<file path="config.mk">
export PLATFORM = sky130hd
export DESIGN_NAME = dbg_bkpt_unit
export DESIGN_NICKNAME = d
export VERILOG_FILES = /design/src/rtl/dbg_bkpt_pkg.sv /design/src/rtl/dbg_addr_match.sv /design/src/rtl/dbg_trigger.sv /design/src/rtl/dbg_regfile.sv /design/src/rtl/dbg_bkpt_unit.sv
export SDC_FILE = /design/constraint.sdc
export NUM_CORES = 1
export LEC_CHECK = 0
export BUFFER_PORTS_ARGS = -buffer_cell sky130_fd_sc_hd__buf_2
export CAP_MARGIN = 10
export CORE_ASPECT_RATIO = 0.6
export CORE_UTILIZATION = 33
export DETAILED_ROUTE_END_ITERATION = 10
export PLACE_DENSITY_LB_ADDON = 0.2
export SYNTH_ARGS = -nofsm -noshare
export SYNTH_HDL_FRONTEND = slang
export SYNTH_HIERARCHICAL = 1
export SYNTH_SLANG_ARGS = --single-unit
</file>
<file path="constraint.sdc">
create_clock -name clk -period 3.08 [get_ports clk]
set_clock_uncertainty 0.05 [all_clocks]
set_input_delay 0.308 -clock clk [delete_from_list [all_inputs] [get_ports clk]]
set_output_delay 0.308 -clock clk [all_outputs]
set_load 0.005 [all_outputs]
</file>
<file path="src/rtl/dbg_bkpt_pkg.sv">
package dbg_bkpt_pkg;
    localparam int CW    = 32;
    localparam int IDX_W = 3;

    localparam int B_TRAP = 31;
    localparam int B_USER = 30;
    localparam int B_KERN = 29;
    localparam int B_TRCE = 28;
    localparam int B_DWR  = 27;
    localparam int B_DRD  = 26;
    localparam int B_DADR = 25;
    localparam int B_PCEN = 24;
    localparam int B_MSTR = 23;

    localparam int S_TRCE = 5;
    localparam int S_WR   = 4;
    localparam int S_RD   = 3;
    localparam int S_DA   = 2;
    localparam int S_PC   = 1;
    localparam int S_TKN  = 0;

    localparam logic [CW-1:0] CTRL_WMASK = 32'hFF80_003F;

    typedef enum logic [IDX_W-1:0] {
        IDX_CTRL    = 3'd0,
        IDX_PC_ADDR = 3'd1,
        IDX_PC_MASK = 3'd2,
        IDX_DA_ADDR = 3'd3,
        IDX_DA_MASK = 3'd4
    } reg_idx_e;

    typedef struct packed {
        logic trap;
        logic user;
        logic kern;
        logic trace;
        logic dwr;
        logic drd;
        logic daddr;
        logic pcen;
        logic master;
    } arm_t;

    typedef struct packed {
        logic trace;
        logic pc;
        logic da;
        logic rd;
        logic wr;
    } hit_t;

    function automatic arm_t decode_arm(input logic [CW-1:0] c);
        arm_t a;
        a.trap   = c[B_TRAP];
        a.user   = c[B_USER];
        a.kern   = c[B_KERN];
        a.trace  = c[B_TRCE];
        a.dwr    = c[B_DWR];
        a.drd    = c[B_DRD];
        a.daddr  = c[B_DADR];
        a.pcen   = c[B_PCEN];
        a.master = c[B_MSTR];
        return a;
    endfunction

    function automatic logic [CW-1:0] flag_bits(input hit_t h);
        logic [CW-1:0] f;
        f = '0;
        f[S_TRCE] = h.trace;
        f[S_WR]   = h.wr;
        f[S_RD]   = h.rd;
        f[S_DA]   = h.da;
        f[S_PC]   = h.pc;
        f[S_TKN]  = h.trace | h.pc | h.da;
        return f;
    endfunction
endpackage

</file>
<file path="src/rtl/dbg_addr_match.sv">
module dbg_addr_match #(
    parameter int AW = 32
) (
    input  logic [AW-1:0] addr_in,
    input  logic [AW-1:0] bp_addr,
    input  logic [AW-1:0] bp_mask,
    output logic          match
);
    logic [AW-1:0] diff;
    always_comb begin
        diff  = (addr_in ^ bp_addr) & bp_mask;
        match = (diff == '0);
    end
endmodule

</file>
<file path="src/rtl/dbg_trigger.sv">
module dbg_trigger
    import dbg_bkpt_pkg::*;
(
    input  arm_t arm,
    input  logic user_mode,
    input  logic fetch_valid,
    input  logic pc_match,
    input  logic mem_valid,
    input  logic mem_write,
    input  logic da_match,
    output hit_t hit,
    output logic req
);
    logic mode_ok;
    logic common;
    logic dir_ok;

    always_comb begin
        mode_ok   = user_mode ? arm.user : arm.kern;
        common    = arm.master & arm.trap & mode_ok;
        dir_ok    = mem_write ? arm.dwr : arm.drd;
        hit.pc    = common & arm.pcen & fetch_valid & pc_match;
        hit.trace = common & arm.trace & fetch_valid;
        hit.da    = common & arm.daddr & mem_valid & da_match & dir_ok;
        hit.rd    = hit.da & ~mem_write;
        hit.wr    = hit.da & mem_write;
        req       = hit.pc | hit.trace | hit.da;
    end
endmodule

</file>
<file path="src/rtl/dbg_regfile.sv">
module dbg_regfile
    import dbg_bkpt_pkg::*;
#(
    parameter int AW = 32
) (
    input  logic             clk,
    input  logic             rst,
    input  logic [IDX_W-1:0] reg_idx,
    input  logic             reg_we,
    input  logic [CW-1:0]    reg_wdata,
    output logic [CW-1:0]    reg_rdata,
    input  hit_t             hit,
    output logic [CW-1:0]    ctrl_q,
    output logic [AW-1:0]    pc_addr_q,
    output logic [AW-1:0]    pc_mask_q,
    output logic [AW-1:0]    da_addr_q,
    output logic [AW-1:0]    da_mask_q
);
    reg_idx_e idx;
    assign idx = reg_idx_e'(reg_idx);

    always_ff @(posedge clk) begin
        if (rst) begin
            ctrl_q    <= '0;
            pc_addr_q <= '0;
            pc_mask_q <= '1;
            da_addr_q <= '0;
            da_mask_q <= '1;
        end else begin
            if (reg_we && idx == IDX_CTRL)
                ctrl_q <= reg_wdata & CTRL_WMASK;
            else
                ctrl_q <= ctrl_q | flag_bits(hit);
            if (reg_we) begin
                case (idx)
                    IDX_PC_ADDR: pc_addr_q <= reg_wdata[AW-1:0];
                    IDX_PC_MASK: pc_mask_q <= reg_wdata[AW-1:0];
                    IDX_DA_ADDR: da_addr_q <= reg_wdata[AW-1:0];
                    IDX_DA_MASK: da_mask_q <= reg_wdata[AW-1:0];
                    default: ;
                endcase
            end
        end
    end

    always_comb begin
        reg_rdata = '0;
        case (idx)
            IDX_CTRL:    reg_rdata = ctrl_q;
            IDX_PC_ADDR: reg_rdata[AW-1:0] = pc_addr_q;
            IDX_PC_MASK: reg_rdata[AW-1:0] = pc_mask_q;
            IDX_DA_ADDR: reg_rdata[AW-1:0] = da_addr_q;
            IDX_DA_MASK: reg_rdata[AW-1:0] = da_mask_q;
            default:     reg_rdata = '0;
        endcase
    end
endmodule

</file>
<file path="src/rtl/dbg_bkpt_unit.sv">
module dbg_bkpt_unit
    import dbg_bkpt_pkg::*;
#(
    parameter int AW = 32
) (
    input  logic             clk,
    input  logic             rst,
    input  logic [IDX_W-1:0] reg_idx,
    input  logic             reg_we,
    input  logic [CW-1:0]    reg_wdata,
    output logic [CW-1:0]    reg_rdata,
    input  logic             user_mode,
    input  logic             fetch_valid,
    input  logic [AW-1:0]    fetch_pc,
    input  logic             mem_valid,
    input  logic             mem_write,
    input  logic [AW-1:0]    mem_addr,
    output logic             dbg_req
);
    logic [CW-1:0] ctrl_q;
    logic [AW-1:0] pc_addr_q, pc_mask_q, da_addr_q, da_mask_q;
    logic          pc_match, da_match;
    hit_t          hit;
    arm_t          arm;

    assign arm = decode_arm(ctrl_q);

    dbg_regfile #(.AW(AW)) i_regs (
        .clk(clk), .rst(rst),
        .reg_idx(reg_idx), .reg_we(reg_we),
        .reg_wdata(reg_wdata), .reg_rdata(reg_rdata),
        .hit(hit), .ctrl_q(ctrl_q),
        .pc_addr_q(pc_addr_q), .pc_mask_q(pc_mask_q),
        .da_addr_q(da_addr_q), .da_mask_q(da_mask_q)
    );

    dbg_addr_match #(.AW(AW)) i_pc_cmp (
        .addr_in(fetch_pc), .bp_addr(pc_addr_q),
        .bp_mask(pc_mask_q), .match(pc_match)
    );

    dbg_addr_match #(.AW(AW)) i_da_cmp (
        .addr_in(mem_addr), .bp_addr(da_addr_q),
        .bp_mask(da_mask_q), .match(da_match)
    );

    dbg_trigger i_trig (
        .arm(arm), .user_mode(user_mode),
        .fetch_valid(fetch_valid), .pc_match(pc_match),
        .mem_valid(mem_valid), .mem_write(mem_write),
        .da_match(da_match), .hit(hit), .req(dbg_req)
    );
endmodule

</file>
==> results of run 1 <==
-- per-stage QoR --
step / hold slack [ns] / worst slack (ns)
final: 0.0834 / 0.311
after global routing: 0.0800 / 0.112
after CTS: 0.0707 / 0.322
after detailed placement: 0.413 / 0.553
after global placement: 0.410 / 0.610
after floorplan: 0.376 / 1.16
-- cells in the final DEF, fill, tap and decap left out, types with 2 or more instances in the layout --
master / count
sky130_fd_sc_hd__nor3_1: 42
sky130_fd_sc_hd__a22oi_1: 58
sky130_fd_sc_hd__buf_4: 18
sky130_fd_sc_hd__o21ai_0: 8
sky130_fd_sc_hd__nor4_2: 3
sky130_fd_sc_hd__inv_1: 3
sky130_fd_sc_hd__nor2b_1: 29
sky130_fd_sc_hd__mux2i_1: 43
sky130_fd_sc_hd__clkinvlp_4: 3
sky130_fd_sc_hd__o32ai_1: 6
sky130_fd_sc_hd__and4bb_2: 2
sky130_fd_sc_hd__nand2_1: 153
sky130_fd_sc_hd__nor2_1: 40
sky130_fd_sc_hd__dfxtp_1: 143
sky130_fd_sc_hd__buf_12: 7
sky130_fd_sc_hd__bufinv_16: 4
sky130_fd_sc_hd__o22ai_1: 19
sky130_fd_sc_hd__diode_2: 2
sky130_fd_sc_hd__mux2_2: 9
sky130_fd_sc_hd__a21oi_1: 106
sky130_fd_sc_hd__nand4_1: 8
sky130_fd_sc_hd__clkbuf_16: 17
sky130_fd_sc_hd__and2_1: 2
sky130_fd_sc_hd__a31o_2: 6
sky130_fd_sc_hd__nand2b_1: 2
sky130_fd_sc_hd__buf_2: 137
sky130_fd_sc_hd__clkinv_2: 5
sky130_fd_sc_hd__a211o_1: 27
sky130_fd_sc_hd__xor2_1: 64
-- path summary, 6_finish.rpt --
check,slack (ns),end
worst min register to register,0.43,i_regs/ctrl_q[30]
worst max register to register,0.61,i_regs/ctrl_q[4]
worst min-delay path,0.08,i_regs/pc_mask_q[7]
worst max-delay path,0.31,dbg_req
-- registers in the layout, indices dropped and copies added (netlist names) --
name	count
i_regs/ctrl_q	15
i_regs/pc_mask_q	32
i_regs/da_addr_q	32
i_regs/pc_addr_q	32
i_regs/da_mask_q	32
-- report_power, final --
group          internal [mW]  leakage, nW  switching, mW
Combinational          0.239         2.13          0.346
Sequential              1.90         1.16         0.0398
Clock                   1.36        0.294          0.825
-- layout make-up --
class | instances | area [sq um]
fillers | 2186 | 12500
multi-input cells | 643 | 4000
flip-flops and latches | 143 | 2860
repair buffers | 162 | 961
clock buffers | 19 | 443
well taps | 279 | 349
clock inverters | 12 | 168
inverters | 3 | 11.3
diodes | 2 | 5.00
-- routing by layer --
metal	vias to the layer above	part of all wire, %
met4	0	0.99
met1	3219	52
met5	-	0
met2	232	39
met3	20	8.2
li1	3275	-
==> impl_metrics.toml, run 1 <==
[critical_path]
path_buf_inv = 1
worst_path_max_delay_cell = "sky130_fd_sc_hd__a22oi_1"
critical_path.reg2reg.startpoint = "i_regs/da_addr_q[26]"
start_kind = "flip-flop"
setup.worst_path.class = "reg2out"
critical_path.startpoint = "i_regs/da_addr_q[26]"
worst-path-max-fanout = 3
reg2reg_depth = 9
critical-path-max-stage-delay_ns = 0.40
timing.critical_path.depth = 8
worstPathRequired_ns = 2.72
worst_setup_path_end_kind = "primary output"
timing.critical_path.max_delay_family = "simple AND/OR/NAND/NOR gates"
crit_chain = "xor2_1 -> a22oi_1 -> nand4_1 -> nor4_2 -> nand3_1 -> o22ai_1 -> and2_1 -> buf_2"
worstPathArrival_ns = 2.41

[floorplan]
pin_count = 139
die-area_sq_um = 22600
initial_core_util_pct = 34.1
die_width_microns = 193
die_h_microns = 117
core_area_sq_um = 21300
num_rows = 41

[min_path]
worstHoldPathType = "in2reg"
hp-start = "reg_wdata[7]"
number_of_stages_on_the_worst_hold_path = 2

[placement]
place_area_sq_um = 8190
dp.cells = 1230
gp_routability_congestion = 0.821
detailed_place_hpwl_microns = 17900
numPortBuffers = 138

[grt]
grt_usage_pct = 23.0
number_of_antenna_violations_at_the_first_check_in_global_routing = 1
gr-total-overflow = 0
grt-busiest-layer = "met1"
grt_start_max_net_pins = 73
grtUsageMet3_pct = 6.50
grt_pass1_wl_microns = 38700
grt.met1_usage_pct = 34.3
met2_usage_grt_pct = 31.8
first_global_vias = 6322

[clock_network]
cts-resized-gates = 0
postCtsHoldBufs = 0
cts_made_buffers = 17
clk_latency_ns = 0.43
clock-root-buffer = "sky130_fd_sc_hd__clkbuf_16"
clock_tree.buffer_depth = 2
tritoncts = "yes"
post-cts-setup-buffers = 0
cts-htree-levels = 4
clk_pin_slew_ns = 0.06
cts.sinks = 143

[timing]
rsz0062_at_grt = "no"
post-route-min-period_ns = 2.77
final_hold_viols = 0
setup_viol_count_final = 0
final.setup.tns_ns = 0
max-slew-margin-rel_pct = 45.5
tightest_slew_ns = 0.818
final_max_slew_viol_count = 0
clock.fmax_mhz = 361
final.period_utilization_pct = 89.9

[run_status]
violations = "design-rule violations"
result_of_the_run = "finished with violations"

[flow_run]
cap_viol_max_count = 0

[detailed_routing]
route.detailed.wl_per_inst_microns = 20.2
detail_route.vias_per_cell = 5.34
drcViolationCount = 22
detail_route.wirelength_microns = 25600
number_of_nets_still_failing_antenna_checks_after_routing = 0
vias = 6746
drtIter0Drc = 530
drtPass1Iterations = 10

[cells_and_area]
layout_cell_share_with_drive_strength_beyond_1_pct = 22.2
nets = 1076
final_design_area_no_fill_sq_um = 8800
synthToLayoutAreaGrowth_pct = 21.3
utilization_pct = 41.4
layoutNonFillerInstCount = 1263

[synth]
syn_area_per_cell_sq_um = 8.44
ys_warn_count = 6
post_synth_inst_count = 860
postSynthNetCount = 966
synthesis.area_sq_um = 7260

[power]
total_power_mw = 4.71
p_leak_nw = 3.59
cellPowerDensity_nw_per_um2 = 535
vdd_ir_drop_max_mv = 0.369
Note: power is estimated with default switching activity, not from simulation.
==> inputs of run 2 (changes only) <==
--- a/config.mk
+++ b/config.mk
@@ -5,7 +5,7 @@
 export SDC_FILE = /design/constraint.sdc
 export NUM_CORES = 1
 export LEC_CHECK = 0
-export BUFFER_PORTS_ARGS = -buffer_cell sky130_fd_sc_hd__buf_2
+export BUFFER_PORTS_ARGS = -buffer_cell sky130_fd_sc_hd__buf_4
 export CAP_MARGIN = 10
 export CORE_ASPECT_RATIO = 0.6
 export CORE_UTILIZATION = 33
@@ -13,5 +13,4 @@
 export PLACE_DENSITY_LB_ADDON = 0.2
 export SYNTH_ARGS = -nofsm -noshare
 export SYNTH_HDL_FRONTEND = slang
-export SYNTH_HIERARCHICAL = 1
 export SYNTH_SLANG_ARGS = --single-unit
==> impl_metrics.toml, run 2 <==
[cells_and_area]
nets = 1113
layout_cell_share_with_drive_strength_beyond_1_pct = 20.1
multi_input_area_sq_um = 3850
final_common_cell = "sky130_fd_sc_hd__nand2_1"
count_of_inserted_antenna_diode_cells = 0
commonest_cells_after_routing_fill_and_taps_aside = "sky130_fd_sc_hd__nand2_1 (317), sky130_fd_sc_hd__buf_4 (159), sky130_fd_sc_hd__dfxtp_1 (143)"
final-seq-area_sq_um = 2860
utilization_pct = 43.4
final_design_area_no_fill_sq_um = 8840
synthToLayoutAreaGrowth_pct = 26.4
fill_cells = 2054

[detailed_routing]
drcViolationCount = 0
drtPass1Iterations = 5
detail_route.vias_per_cell = 5.36
route.detailed.wl_per_inst_microns = 21.3
vias = 6926
drtIter0Drc = 809
detail_route.wirelength_microns = 27500
number_of_nets_still_failing_antenna_checks_after_routing = 0

[synth]
synth-edff-count = 0
synth_top_area_share_pct = 40.9
ys_warn_count = 0
syn_area_per_cell_sq_um = 7.87
netlist_top_cells_area = "sky130_fd_sc_hd__dfxtp_1 (41%), sky130_fd_sc_hd__nand2_1 (17%), sky130_fd_sc_hd__xor2_1 (8.0%)"
unique_masters_post_synth = 37
post-synth-top-area-cell = "sky130_fd_sc_hd__dfxtp_1"
ys_seq_area_share_pct = 40.9
synth-seq-cells = 143
synthesis.area_sq_um = 6990
synth-async-reset-ratio_pct = 0
yosys_most_used_dff = "sky130_fd_sc_hd__dfxtp_1"
post_synth_inst_count = 889
synth.most_common_cell = "sky130_fd_sc_hd__nand2_1"
synth_common_cells = "sky130_fd_sc_hd__nand2_1 (317), sky130_fd_sc_hd__dfxtp_1 (143), sky130_fd_sc_hd__a21oi_1 (74), sky130_fd_sc_hd__a22oi_1 (65)"
postSynthNetCount = 995

[grt]
grt_pass1_wl_microns = 40100
grt_usage_pct = 25.4
number_of_antenna_violations_at_the_first_check_in_global_routing = 0
first_global_vias = 6373
gr-total-overflow = 0
grt_start_max_net_pins = 84

[placement]
place_area_sq_um = 8270
place_worst_setup_slack_ns = 0.363
numPortBuffers = 138
gp_routability_congestion = 0.923
detailed_place_hpwl_microns = 19700

[floorplan]
die_h_microns = 115
pin_count = 139
die-area_sq_um = 21800
core_area_sq_um = 20400
die_width_microns = 190
num_rows = 40
initial_core_util_pct = 34.3

[timing]
final.period_utilization_pct = 98.9
setup_viol_count_final = 0
tightest_slew_ns = 0.952
final_hold_viols = 0
clock.fmax_mhz = 328
final_max_slew_viol_count = 0
max-slew-margin-rel_pct = 36.5
final_critical_path_setup_slack_ns = 0.0341
rsz0062_at_grt = "no"
post-route-min-period_ns = 3.05
final.setup.tns_ns = 0

[power]
p_leak_nw = 3.87
cellPowerDensity_nw_per_um2 = 517
vdd_ir_drop_max_mv = 0.394

[clock_network]
cts-htree-levels = 4
clock_tree.buffer_depth = 2
cts.sinks = 143
clk_latency_ns = 0.43
post-cts-setup-buffers = 0
cts_made_buffers = 17
tritoncts = "yes"
clk_pin_slew_ns = 0.07
clock-root-buffer = "sky130_fd_sc_hd__clkbuf_16"

[critical_path]
worstPathArrival_ns = 2.69
worst_setup_path_end_kind = "primary output"
setup.worst_path.class = "reg2out"
start_kind = "flip-flop"
worst-path-max-fanout = 3
worstPathRequired_ns = 2.72

[run_status]
result_of_the_run = "completed"

[flow_run]
cap_viol_max_count = 0

[min_path]
worstHoldPathType = "in2reg"
## run 2: changes by cell type in the layout (fill, tap and decap cells not counted), moves of 18 or more
cell	previous run	this run
sky130_fd_sc_hd__a21oi_1	106	74
sky130_fd_sc_hd__nand2_1	153	317
sky130_fd_sc_hd__nand3b_1	1	64
sky130_fd_sc_hd__a211o_1	27	0
sky130_fd_sc_hd__mux2i_1	43	15
sky130_fd_sc_hd__nor2b_1	29	0
sky130_fd_sc_hd__nor3_1	42	3
sky130_fd_sc_hd__buf_4	18	159
sky130_fd_sc_hd__buf_2	137	0
sky130_fd_sc_hd__o22ai_1	19	1
sky130_fd_sc_hd__nor2_1	40	11
## run 2: metrics by stage
step | total power, mW | std cells | hold slack, ns
after floorplan | 2.25 | 889 | 0.379
after global placement | 2.58 | 1261 | 0.416
after detailed placement | 2.58 | 1261 | 0.421
after CTS | 4.59 | 1293 | 0.0596
after global routing | 4.73 | 1293 | 0.0755
final | 4.57 | 1293 | 0.0722
## run 2: cell type report
type / count / share of cell area, %
clock inverters: 12 / 1.25
repair buffers: 160 / 13.7
multi-input cells: 682 / 43.5
inverters: 3 / 0.127
well taps: 273 / 3.86
clock buffers: 20 / 5.16
flip-flops and latches: 143 / 32.4
## run 2: path summary, 6_finish.rpt
path	startpoint	endpoint	slack [ns]	cells after the start
setup reg to reg	i_regs.pc_addr_q[1]	i_regs.ctrl_q[0]	0.68	6
hold reg to reg	i_regs.ctrl_q[29]	i_regs.ctrl_q[29]	0.43	2
hold / removal	reg_wdata[15]	i_regs.pc_mask_q[15]	0.07	3
setup / recovery	i_regs.pc_addr_q[1]	dbg_req	0.03	7
## run 2: cell families after synthesis
kind of cell              share of synthesized area, %
and+or+nand+nor                                   27.8
buffers and inverters                             4.22
muxes                                             2.31
AOI/OAI and AO/OA                                 16.7
DFF                                               40.9
xor gates and xnor gates                          8.02
## run 2: critical path: stages, from the launching register on
cell and delay (ns):
sky130_fd_sc_hd__dfxtp_1 0.34, sky130_fd_sc_hd__xor2_1 0.18, sky130_fd_sc_hd__a22oi_2 0.39, sky130_fd_sc_hd__nand4_1 0.33
sky130_fd_sc_hd__nor4_1 0.55, sky130_fd_sc_hd__a22oi_1 0.24, sky130_fd_sc_hd__nand2b_1 0.12, sky130_fd_sc_hd__buf_4 0.11
## run 2: repair_timing
| item | in CTS | in global routing |
|---|---|---|
| setup endpoints to repair | 1 | 0 |
| gates resized for setup | 1 | 0 |
| hold buffers | 0 | 0 |
## run 2: where the power goes
group          switching [mW]  internal, mW  total (mW)
logic                   0.327         0.268       0.595
clock network           0.860          1.16        2.02
registers              0.0540          1.90        1.96
## run 2: metal layers
metal	vias to the layer above	share of wire (%)	global-route usage, %
li1	3265	-	-
met3	24	9.8	5.53
met2	317	41	35.7
met1	3320	49	38.7
met4	0	1.1	6.13
met5	-	0	0
==> inputs of run 3 (changes only) <==
==> constraint.sdc (replaced) <==
create_clock -name clk -period 3.08 [get_ports clk]
set_clock_uncertainty 0.05 [all_clocks]
set_input_delay 0.616 -clock clk [delete_from_list [all_inputs] [get_ports clk]]
set_output_delay 0.616 -clock clk [all_outputs]
set_load 0.005 [all_outputs]
==> impl_metrics.toml, run 3 (synthesis gave the netlist of run 2 again) <==
[detailed_routing]
route.met3.wl_microns = 2730
detail_route.vias_per_cell = 5.31
drtPass1Iterations = 6
drcViolationCount = 0
met2_wirelength_microns = 11400
detail_route.wirelength_microns = 27900
drtIter0Drc = 698
route.detailed.wl_per_inst_microns = 21.5
route.layer.met1.wl_microns = 13600
number_of_nets_still_failing_antenna_checks_after_routing = 0
vias = 6876
highest-signal-layer = "met4"

[critical_path]
worst_path_most_repeated_cell = "sky130_fd_sc_hd__a22oi_2"
worstPathRequired_ns = 2.41
worstPathArrival_ns = 2.38
crit-reg2reg-capture = "i_regs.ctrl_q[4]"
timing.critical_path.max_delay_family = "simple AND/OR/NAND/NOR gates"
critical_path.startpoint = "i_regs.pc_addr_q[1]"
setup.worst_path.class = "reg2out"
worst_path_max_delay_cell = "sky130_fd_sc_hd__nand4_1"
start_kind = "flip-flop"
crit_chain = "xor2_1 -> a22oi_2 -> nand4_1 -> nor4_4 -> a22oi_2 -> nand2b_1 -> buf_4"
reg2reg_slack_ns = 0.96
critical-path-max-stage-delay_ns = 0.37
path_buf_inv = 1
worst_setup_path_end_kind = "primary output"
reg2reg_depth = 6
critical_path.reg2reg.startpoint = "i_regs.da_addr_q[23]"
worst-path-max-fanout = 3

[clock_network]
cts-htree-levels = 4
clk_latency_ns = 0.43
cts.sinks = 143
cts_made_buffers = 17
clk_pin_slew_ns = 0.06
clock_tree.buffer_depth = 2
clock-root-buffer = "sky130_fd_sc_hd__clkbuf_16"
post-cts-setup-buffers = 0
postCtsHoldBufs = 0
tritoncts = "yes"

[floorplan]
num_rows = 40
die_h_microns = 115
core_area_sq_um = 20400
die_width_microns = 190
pin_count = 139
die-area_sq_um = 21800
initial_core_util_pct = 34.3

[placement]
detailed_place_hpwl_microns = 20000
gp_routability_congestion = 0.860
numPortBuffers = 138
dp.cells = 1265
place_area_sq_um = 8350

[cells_and_area]
final_common_cell = "sky130_fd_sc_hd__nand2_1"
nets = 1117
utilization_pct = 44.2
layout_cell_share_with_drive_strength_beyond_1_pct = 20.4
count_of_inserted_antenna_diode_cells = 0
layoutNonFillerInstCount = 1296
final_design_area_no_fill_sq_um = 8990
synthToLayoutAreaGrowth_pct = 28.6
commonest_cells_after_routing_fill_and_taps_aside = "sky130_fd_sc_hd__nand2_1 (317), sky130_fd_sc_hd__buf_4 (159), sky130_fd_sc_hd__dfxtp_1 (143)"

[grt]
first_global_vias = 6464
gr-total-overflow = 0
grt_pass1_wl_microns = 41000
grt_start_max_net_pins = 54
grt_usage_pct = 25.9
number_of_antenna_violations_at_the_first_check_in_global_routing = 0

[timing]
max-slew-margin-rel_pct = 49.3
final.period_utilization_pct = 99.0
final_hold_viols = 0
post-route-min-period_ns = 3.05
tightest_slew_ns = 0.758
setup_viol_count_final = 0
final_max_slew_viol_count = 0
clock.fmax_mhz = 328

[power]
cellPowerDensity_nw_per_um2 = 532
seqPwrFrac_pct = 40.9
vdd_ir_drop_max_mv = 0.373
p_leak_nw = 3.95
p_int_mw = 3.54
sw_share_pct = 26.0
combinationalPowerShare_pct = 12.8
power.share.clock_pct = 46.3
net-switching-power_mw = 1.24

[min_path]
number_of_stages_on_the_worst_hold_path = 3
end_point_of_the_most_critical_hold_path = "i_regs.pc_mask_q[6]"
hp-start = "reg_wdata[6]"
worstHoldPathType = "in2reg"

[run_status]
result_of_the_run = "completed"

[flow_run]
cap_viol_max_count = 0
-- run 3: changes by cell type in the layout (fill, tap and decap cells not counted), moves of 2 or more --
cell and change:
sky130_fd_sc_hd__buf_12 +4, sky130_fd_sc_hd__bufinv_16 +3, sky130_fd_sc_hd__clkbuf_8 -2, sky130_fd_sc_hd__clkinv_2 -3, sky130_fd_sc_hd__clkinv_4 +2
-- run 3: per-stage QoR --
stage	setup slack [ns]	setup TNS (ns)	power [mW]	hold WS, ns
after global placement	-0.181	-0.181	2.60	0.419
final	0.0313	0	4.78	0.383
after detailed placement	-0.179	-0.179	2.60	0.421
after global routing	-0.00597	-0.00597	4.94	0.387
after CTS	0.119	0	4.79	0.373
after floorplan	0.717	0	2.25	0.395
-- run 3: final cells by class --
class / count / area, sq um
tap: 273 / 342
fill: 2072 / 11400
sequential: 143 / 2860
multi-input combinational: 682 / 3870
clock inverter: 12 / 186
timing repair buffer: 164 / 1290
clock buffer: 19 / 433
inverter: 3 / 11.3
-- run 3: power by group through the flow --
stage	clock network [mW]	logic (mW)	registers, mW
2_1_floorplan	0	0.276	1.98
3_3_place_gp	0	0.601	2.00
3_5_place_dp	0	0.603	2.00
4_1_cts	2.23	0.606	1.95
5_1_grt	2.33	0.655	1.96
6_report	2.22	0.611	1.96
-- run 3: layer usage --
metal / GRT usage, % / vias to the layer above
met5: 0 / -
met3: 6.01 / 12
met2: 36.3 / 343
met4: 4.30 / 0
li1: - / 3284
met1: 40.0 / 3237
-- run 3: repair_timing --
item / CTS / global route
setup endpoints to repair: 1 / 1
pin swaps: 3 / 1
endpoints found under the hold margin: 0 / 0
gates resized for setup: 2 / 2
-- run 3: worst max-delay path by stage --
stage | to | slack (ns) | cells past startpoint
2_1_floorplan | reg_rdata[10] | 0.72 | 7
3_3_place_gp | dbg_req | -0.18 | 8
3_5_place_dp | dbg_req | -0.18 | 8
4_1_cts | dbg_req | 0.12 | 7
5_1_grt | dbg_req | -0.006 | 7
6_report | dbg_req | 0.03 | 7
-- run 3: worst min-delay path: cells and delay by family --
kind                   cells  cell delay, ns
buffers and inverters      1            0.10
and+or+nand+nor            2            0.10
